File: config.mk
export PLATFORM = sky130hd
export DESIGN_NAME = branch_cov_counter
export DESIGN_NICKNAME = d
export VERILOG_FILES = /design/src/rtl/bcc_pkg.sv /design/src/rtl/bcc_entry_update.sv /design/src/rtl/bcc_fwd_stage.sv /design/src/rtl/bcc_table.sv /design/src/rtl/branch_cov_counter.sv
export SDC_FILE = /design/constraint.sdc
export NUM_CORES = 1
export LEC_CHECK = 0
export ABC_CLOCK_PERIOD_IN_PS = 3220
export BUFFER_PORTS_ARGS = -buffer_cell sky130_fd_sc_hd__buf_2
export CAP_MARGIN = 25
export CORE_ASPECT_RATIO = 0.9
export CORE_MARGIN = 2
export CORE_UTILIZATION = 35
export CTS_BUF_LIST = sky130_fd_sc_hd__clkbuf_4 sky130_fd_sc_hd__clkbuf_8
export DETAILED_ROUTE_END_ITERATION = 16
export PLACE_DENSITY_LB_ADDON = 0.15
export RECOVER_POWER = 50
export SLEW_MARGIN = 20
export SYNTH_ARGS = -nofsm -noshare
export SYNTH_HDL_FRONTEND = slang
export SYNTH_SLANG_ARGS = --single-unit
File: constraint.sdc
create_clock -name clk -period 3.22 [get_ports clk]
set_input_delay 0.644 -clock clk [delete_from_list [all_inputs] [get_ports clk]]
set_output_delay 0.644 -clock clk [all_outputs]
set_load 0.05 [all_outputs]
File: src/rtl/bcc_pkg.sv
// Package: shared event classification for the branch coverage counter.
// Assumes an event is only meaningful when it is accepted by the handshake.
package bcc_pkg;

    typedef enum logic [1:0] {
        BR_NONE  = 2'd0,  // no update
        BR_FALL  = 2'd1,  // conditional, fell through
        BR_TAKEN = 2'd2,  // conditional, redirected
        BR_JUMP  = 2'd3   // unconditional branch or call
    } br_kind_e;

    // Map the event flags to the kind of counter update.
    function automatic br_kind_e classify(input logic acc, input logic cond, input logic taken);
        if (!acc)
            return BR_NONE;
        else if (!cond)
            return BR_JUMP;
        else if (taken)
            return BR_TAKEN;
        else
            return BR_FALL;
    endfunction

endpackage

File: src/rtl/bcc_entry_update.sv
// Module: bcc_entry_update
// Computes the new value of one statistics entry from its old value and the
// update kind. Entry layout: {seen_fall, seen_taken, taken_cnt, fall_cnt}.
// Assumes the caller writes the result back only for a real event.
module bcc_entry_update
    import bcc_pkg::*;
#(
    parameter int CNT_W = 8
) (
    input  br_kind_e                 kind,
    input  logic [2*CNT_W+1:0]       old_ent,
    output logic [2*CNT_W+1:0]       new_ent
);
    localparam logic [CNT_W-1:0] CNT_MAX = {CNT_W{1'b1}};
    localparam logic [CNT_W-1:0] CNT_ONE = CNT_W'(1);

    logic [CNT_W-1:0] fall_old, taken_old, fall_new, taken_new;
    logic             seen_t_old, seen_f_old, seen_t_new, seen_f_new;

    assign fall_old   = old_ent[CNT_W-1:0];
    assign taken_old  = old_ent[2*CNT_W-1:CNT_W];
    assign seen_t_old = old_ent[2*CNT_W];
    assign seen_f_old = old_ent[2*CNT_W+1];

    // Apply a saturating increment and the sticky flag for the selected kind.
    always_comb begin
        fall_new   = fall_old;
        taken_new  = taken_old;
        seen_t_new = seen_t_old;
        seen_f_new = seen_f_old;
        unique case (kind)
            BR_FALL: begin
                fall_new   = (fall_old == CNT_MAX) ? fall_old : fall_old + CNT_ONE;
                seen_f_new = 1'b1;
            end
            BR_TAKEN: begin
                taken_new  = (taken_old == CNT_MAX) ? taken_old : taken_old + CNT_ONE;
                seen_t_new = 1'b1;
            end
            BR_JUMP: begin
                taken_new  = (taken_old == CNT_MAX) ? taken_old : taken_old + CNT_ONE;
            end
            default: ;
        endcase
    end

    assign new_ent = {seen_f_new, seen_t_new, taken_new, fall_new};

endmodule

File: src/rtl/bcc_fwd_stage.sv
// Module: bcc_fwd_stage
// First pipeline stage of the read-modify-write path. It registers an accepted
// event together with the entry value it will modify. If the write stage is
// updating the same index in this cycle, that pending value is forwarded in
// place of the stale table contents.
// Assumes the table write lands on the same edge that this stage samples.
module bcc_fwd_stage
    import bcc_pkg::*;
#(
    parameter int IDX_W = 4,
    parameter int ENT_W = 18
) (
    input  logic             clk,
    input  logic             rst_n,
    input  logic             clear,
    input  br_kind_e         in_kind,
    input  logic [IDX_W-1:0] in_idx,
    input  logic [ENT_W-1:0] live_data,
    input  logic             wr_en,
    input  logic [IDX_W-1:0] wr_idx,
    input  logic [ENT_W-1:0] wr_data,
    output logic             p_vld,
    output br_kind_e         p_kind,
    output logic [IDX_W-1:0] p_idx,
    output logic [ENT_W-1:0] p_old
);
    logic             hit;
    logic [ENT_W-1:0] src_data;

    assign hit      = wr_en && (wr_idx == in_idx);
    assign src_data = hit ? wr_data : live_data;

    // Capture the accepted event and its forwarded operand; drop it on clear.
    always_ff @(posedge clk) begin
        if (!rst_n || clear) begin
            p_vld  <= 1'b0;
            p_kind <= BR_NONE;
            p_idx  <= '0;
            p_old  <= '0;
        end else begin
            p_vld <= (in_kind != BR_NONE);
            if (in_kind != BR_NONE) begin
                p_kind <= in_kind;
                p_idx  <= in_idx;
                p_old  <= src_data;
            end
        end
    end

endmodule

File: src/rtl/bcc_table.sv
// Module: bcc_table
// Holds the live statistics table and its shadow copy in flops, so that a
// snapshot copies every entry in one cycle. The snapshot includes a write
// that is landing on the same edge. Clear has priority over write and snapshot.
// Assumes indices at or above N_ENTRIES are never written; reading them returns 0.
module bcc_table #(
    parameter int N_ENTRIES = 16,
    parameter int IDX_W     = 4,
    parameter int ENT_W     = 18
) (
    input  logic             clk,
    input  logic             rst_n,
    input  logic             clear,
    input  logic             snap,
    input  logic [IDX_W-1:0] lrd_idx,
    output logic [ENT_W-1:0] lrd_data,
    input  logic             wr_en,
    input  logic [IDX_W-1:0] wr_idx,
    input  logic [ENT_W-1:0] wr_data,
    input  logic [IDX_W-1:0] srd_idx,
    output logic [ENT_W-1:0] srd_data
);
    logic [ENT_W-1:0] live_arr   [N_ENTRIES];
    logic [ENT_W-1:0] shadow_arr [N_ENTRIES];

    for (genvar k = 0; k < N_ENTRIES; k++) begin : g_ent
        logic [ENT_W-1:0] live_q, shadow_q;
        logic             wr_hit;

        assign wr_hit = wr_en && (wr_idx == IDX_W'(k));

        // Live entry: take the pipelined update for this index.
        always_ff @(posedge clk) begin
            if (!rst_n || clear)
                live_q <= '0;
            else if (wr_hit)
                live_q <= wr_data;
        end

        // Shadow entry: copy live contents, including a write landing now.
        always_ff @(posedge clk) begin
            if (!rst_n || clear)
                shadow_q <= '0;
            else if (snap)
                shadow_q <= wr_hit ? wr_data : live_q;
        end

        assign live_arr[k]   = live_q;
        assign shadow_arr[k] = shadow_q;
    end

    assign lrd_data = (int'(lrd_idx) < N_ENTRIES) ? live_arr[lrd_idx]   : '0;
    assign srd_data = (int'(srd_idx) < N_ENTRIES) ? shadow_arr[srd_idx] : '0;

endmodule

File: src/rtl/branch_cov_counter.sv
// Module: branch_cov_counter (top)
// Per-branch coverage statistics with a live table updated by a two-stage
// read-modify-write pipeline and a shadow table for host readout.
// Assumes one event per cycle at most; ready drops only while clear is high.
module branch_cov_counter
    import bcc_pkg::*;
#(
    parameter int N_ENTRIES = 16,
    parameter int CNT_W     = 8,
    localparam int IDX_W    = $clog2(N_ENTRIES),
    localparam int ENT_W    = 2*CNT_W + 2
) (
    input  logic             clk,
    input  logic             rst_n,
    input  logic             clear_i,
    input  logic             ev_valid_i,
    output logic             ev_ready_o,
    input  logic [IDX_W-1:0] ev_idx_i,
    input  logic             ev_cond_i,
    input  logic             ev_taken_i,
    input  logic             snap_i,
    input  logic [IDX_W-1:0] rd_idx_i,
    output logic [CNT_W-1:0] rd_fall_o,
    output logic [CNT_W-1:0] rd_taken_o,
    output logic             rd_seen_taken_o,
    output logic             rd_seen_fall_o
);
    br_kind_e         in_kind, p_kind;
    logic             p_vld;
    logic [IDX_W-1:0] p_idx;
    logic [ENT_W-1:0] p_old, wr_data, live_data, shadow_data;

    assign ev_ready_o = !clear_i;
    assign in_kind    = classify(ev_valid_i && ev_ready_o, ev_cond_i, ev_taken_i);

    bcc_fwd_stage #(.IDX_W(IDX_W), .ENT_W(ENT_W)) i_fwd (
        .clk      (clk),
        .rst_n    (rst_n),
        .clear    (clear_i),
        .in_kind  (in_kind),
        .in_idx   (ev_idx_i),
        .live_data(live_data),
        .wr_en    (p_vld),
        .wr_idx   (p_idx),
        .wr_data  (wr_data),
        .p_vld    (p_vld),
        .p_kind   (p_kind),
        .p_idx    (p_idx),
        .p_old    (p_old)
    );

    bcc_entry_update #(.CNT_W(CNT_W)) i_upd (
        .kind   (p_kind),
        .old_ent(p_old),
        .new_ent(wr_data)
    );

    bcc_table #(.N_ENTRIES(N_ENTRIES), .IDX_W(IDX_W), .ENT_W(ENT_W)) i_tbl (
        .clk     (clk),
        .rst_n   (rst_n),
        .clear   (clear_i),
        .snap    (snap_i),
        .lrd_idx (ev_idx_i),
        .lrd_data(live_data),
        .wr_en   (p_vld),
        .wr_idx  (p_idx),
        .wr_data (wr_data),
        .srd_idx (rd_idx_i),
        .srd_data(shadow_data)
    );

    assign rd_fall_o       = shadow_data[CNT_W-1:0];
    assign rd_taken_o      = shadow_data[2*CNT_W-1:CNT_W];
    assign rd_seen_taken_o = shadow_data[2*CNT_W];
    assign rd_seen_fall_o  = shadow_data[2*CNT_W+1];

endmodule

==> results.json <==
{
  "yosys-mux-area-fraction": 0.187,
  "core_region_area_mm2": 0.0734,
  "ys_seq_elements": 601,
  "wl_per_cell_um": 25.0,
  "drcViolationCount": 0,
  "worst_pin_slew_ps": 2190,
  "ir_worst_vdd_uv": 263,
  "r2r_start": "i_fwd.p_vld",
  "seqCellArea_mm2": 0.0120,
  "cp.arrival_ps": 3720,
  "async_reset_ff_frac": 0,
  "setup_violations": 0,
  "highest_layer": "met4",
  "layout-drive-gt1-share": 0.183,
  "fin_area_mm2": 0.0296,
  "num_vias": 21000,
  "cp-startpoint": "i_fwd.p_vld",
  "grt_start_max_net_pins": 161,
  "clk_pin_slew_ps": 60,
  "cts_tree": "yes",
  "crit_required_ps": 3840,
  "worstSkewPairLatency_ps": 740,
  "initial_core_util": 0.355,
  "worst-path-buf-inv": 1,
  "avgSynthCellArea_um2": 10.0,
  "grt_pass1_vias": 21000,
  "endpoint_kind": "register",
  "finClkSkew_ps": 56.0,
  "yosysWarnings": 0,
  "die_area_mm2": 0.0767,
  "fin_ws_ps": 117,
  "multi_input_area_mm2": 0.0129,
  "postCtsHoldBufs": 0,
  "p_seq_frac": 0.474,
  "synth_flop_cell": "dfxtp_1",
  "synth_adder_area_share": 0.000960,
  "crit_chain": "nand3b_1 -> nor3_1 -> clkbuf_1 -> mux2i_1 -> nand2b_1 -> a21oi_1",
  "hold_depth": 2,
  "placed_area_mm2": 0.0276,
  "met1Wirelength_um": 40700,
  "viasPerCell": 5.77,
  "worstRegToRegCells": 6,
  "drt_iter0_drc": 1789,
  "p_leak_nw": 10.1,
  "die_h_um": 263,
  "cts.sinks": 601,
  "synth_edf_count": 0,
  "hp-start": "ev_taken_i",
  "startpoint_type": "register",
  "p_int_mw": 12.0,
  "finalWirelength_um": 90900,
  "hp-class": "in2reg",
  "p_switching_mw": 3.86,
  "grt_overflow": 0,
  "reg2reg_to": "i_tbl.g_ent[4].shadow_q[17]",
  "cts_inserted_buffers": 107,
  "gp_congestion": 0.824,
  "dr.pass1.iters": 5,
  "power_frac_comb": 0.053,
  "die_width_um": 292,
  "cts_resized": 0,
  "track_usage": 0.234,
  "total_power_mw": 15.8,
  "clock_path_buffers": 3,
  "syn-cell-area_mm2": 0.0261,
  "nets": 2608,
  "synthSimpleGateAreaFrac": 0.185,
  "hpwl_um": 55400,
  "rrSetupSlack_ps": 120,
  "status": "complete, but fails checks",
  "ios": 34,
  "ant_nets": 0,
  "rows": 94,
  "period_minus_slack_ps": 3100,
  "ys_types": 57,
  "htree_levels": 3,
  "max_freq_mhz": 322,
  "rsz0062_at_grt": "false",
  "hold_viol_final": 0,
  "cts_setup_buffers": 0,
  "synth-compound-area-share": 0.119,
  "portBuffers": 33,
  "fillCellCount": 7150,
  "synthCells": 2599,
  "cap_violations": 8,
  "p_clk_frac": 0.472,
  "synth-xor-area-share": 0.00480,
  "cp_slowest_stage_delay_ps": 1300,
  "antenna_found_initial": 3,
  "wl_met2_um": 40900,
  "drv_slew": 149,
  "powerDensity_mw_per_mm2": 535,
  "fin_crit_sh": 0.964,
  "synth_top_family_by_area": "multiplexers",
  "swShare": 0.243,
  "cts-root-buf": "clkbuf_8",
  "area_delta_synth_final_pct": 13.6,
  "crit_family": "buffers and inverters",
  "violations": "capacitance limit, slew limit",
  "slew_headroom": -0.461,
  "grt_pass1_wl_um": 136000,
  "synthesis.nets": 2616,
  "cp_max_fo": 12,
  "pre_cts_slack_ps": 113,
  "holdPathEnd": "i_fwd.p_kind[0]",
  "routed-wl-met3_um": 6340,
  "synth-seq-area-share": 0.461,
  "crit_slowest_cell": "clkbuf_1",
  "critPathKind": "reg2reg",
  "fin_tns_setup_ps": 0
}
-- layout make-up --
cell class / count / area share
well taps: 960 / 0.0406
repair buffers: 132 / 0.0406
flip-flops and latches: 601 / 0.406
multi-input cells: 1741 / 0.436
diodes: 2 / 0.000169
clock inverters: 16 / 0.00418
inverters: 8 / 0.00101
clock buffers: 173 / 0.0717
-- registers in the layout (all words and copies together) (netlist names) --
register              flops
i_tbl.g_ent.live_q      288
i_fwd.p_vld               1
i_fwd.p_idx               4
i_fwd.p_old              18
i_tbl.g_ent.shadow_q    288
i_fwd.p_kind              2
-- metal layers --
metal	GRT usage	vias up
li1	-	9498
met1	0.328	10500
met2	0.362	798
met3	0.0419	184
met4	0.0851	0
met5	0	-
-- kinds of logic (layout without fill, tap and decap cells) --
group                      Yosys count  count (layout)
other                                0               2
AOI/OAI and AO/OA                  494             494
DFF                                601             601
buffers and inverters              257             329
adders and majority gates            2               2
and+or+nand+nor                    950             950
xor gates and xnor gates            10              10
muxes                              285             285
-- how the worst max path moves through the flow --
| stage | slack, ps | endpoint | cells past startpoint |
|---|---|---|---|
| after floorplan | 170 | rd_seen_taken_o | 5 |
| after global routing | 40 | i_tbl.g_ent[0].shadow_q[5] | 5 |
| final | 120 | i_tbl.g_ent[4].shadow_q[17] | 6 |
| after global placement | 140 | rd_taken_o[0] | 5 |
| after detailed placement | 110 | rd_taken_o[6] | 5 |
| after CTS | 110 | rd_taken_o[6] | 5 |
-- cells in the mapped netlist, types with 3 or more instances --
cell type,number,area (um2)
a21oi_1,149,746
clkbuf_1,166,623
and4_1,3,26.3
o21ai_0,101,505
buf_2,66,330
nand3_1,9,45.0
nor2_4,11,124
mux2_2,5,56.3
mux4_2,160,3600
nor3_1,200,1000
xnor2_1,3,26.3
nand3b_1,162,1220
nor2_1,413,1550
buf_1,6,22.5
a22oi_1,32,240
dfxtp_1,601,12000
a31oi_1,16,100
nand2b_1,68,425
a221o_1,16,160
buf_4,8,60.1
o31ai_1,160,1200
xnor2_2,5,81.3
and2_1,4,25.0
a211oi_1,4,30.0
inv_1,8,30.0
nor2b_1,8,50.1
mux2i_1,119,1190
nand2_1,54,203
o211ai_1,3,22.5
-- power groups by stage --
stage | clock, mW | sequential [mW] | combinational [mW]
finish | 7.49 | 7.52 | 0.841
floorplan | 0 | 7.66 | 0.545
global route | 7.96 | 7.52 | 0.890
detailed placement | 0 | 7.68 | 0.848
global placement | 0 | 7.68 | 0.838
CTS | 7.62 | 7.52 | 0.850
-- per-stage QoR --
| stage | std cells | hold WS, ps | utilization |
|---|---|---|---|
| final | 3633 | 206 | 0.404 |
| after global routing | 3632 | 189 | 0.404 |
| after CTS | 3631 | 142 | 0.406 |
| after detailed placement | 3442 | 460 | 0.376 |
| after global placement | 3442 | 459 | 0.376 |
| after floorplan | 2599 | 447 | - |
-- layout by cell type (no fill, tap or decap), types with 5 or more instances in the layout --
| master | count |
|---|---|
| o21ai_0 | 102 |
| nor2_1 | 417 |
| clkinv_2 | 10 |
| mux4_2 | 160 |
| clkbuf_1 | 17 |
| buf_2 | 24 |
| nand2_1 | 53 |
| buf_12 | 27 |
| nand3b_1 | 162 |
| nor2_2 | 5 |
| a22oi_1 | 32 |
| buf_4 | 59 |
| dfxtp_1 | 601 |
| a31oi_1 | 16 |
| a21oi_1 | 149 |
| inv_1 | 8 |
| a221o_1 | 16 |
| mux2i_1 | 119 |
| nand3_1 | 9 |
| nor3_1 | 201 |
| clkbuf_4 | 41 |
| nor2b_1 | 6 |
| nand2b_1 | 68 |
| clkbuf_8 | 132 |
| o31ai_1 | 160 |
Note: power is estimated with default switching activity, not from simulation.
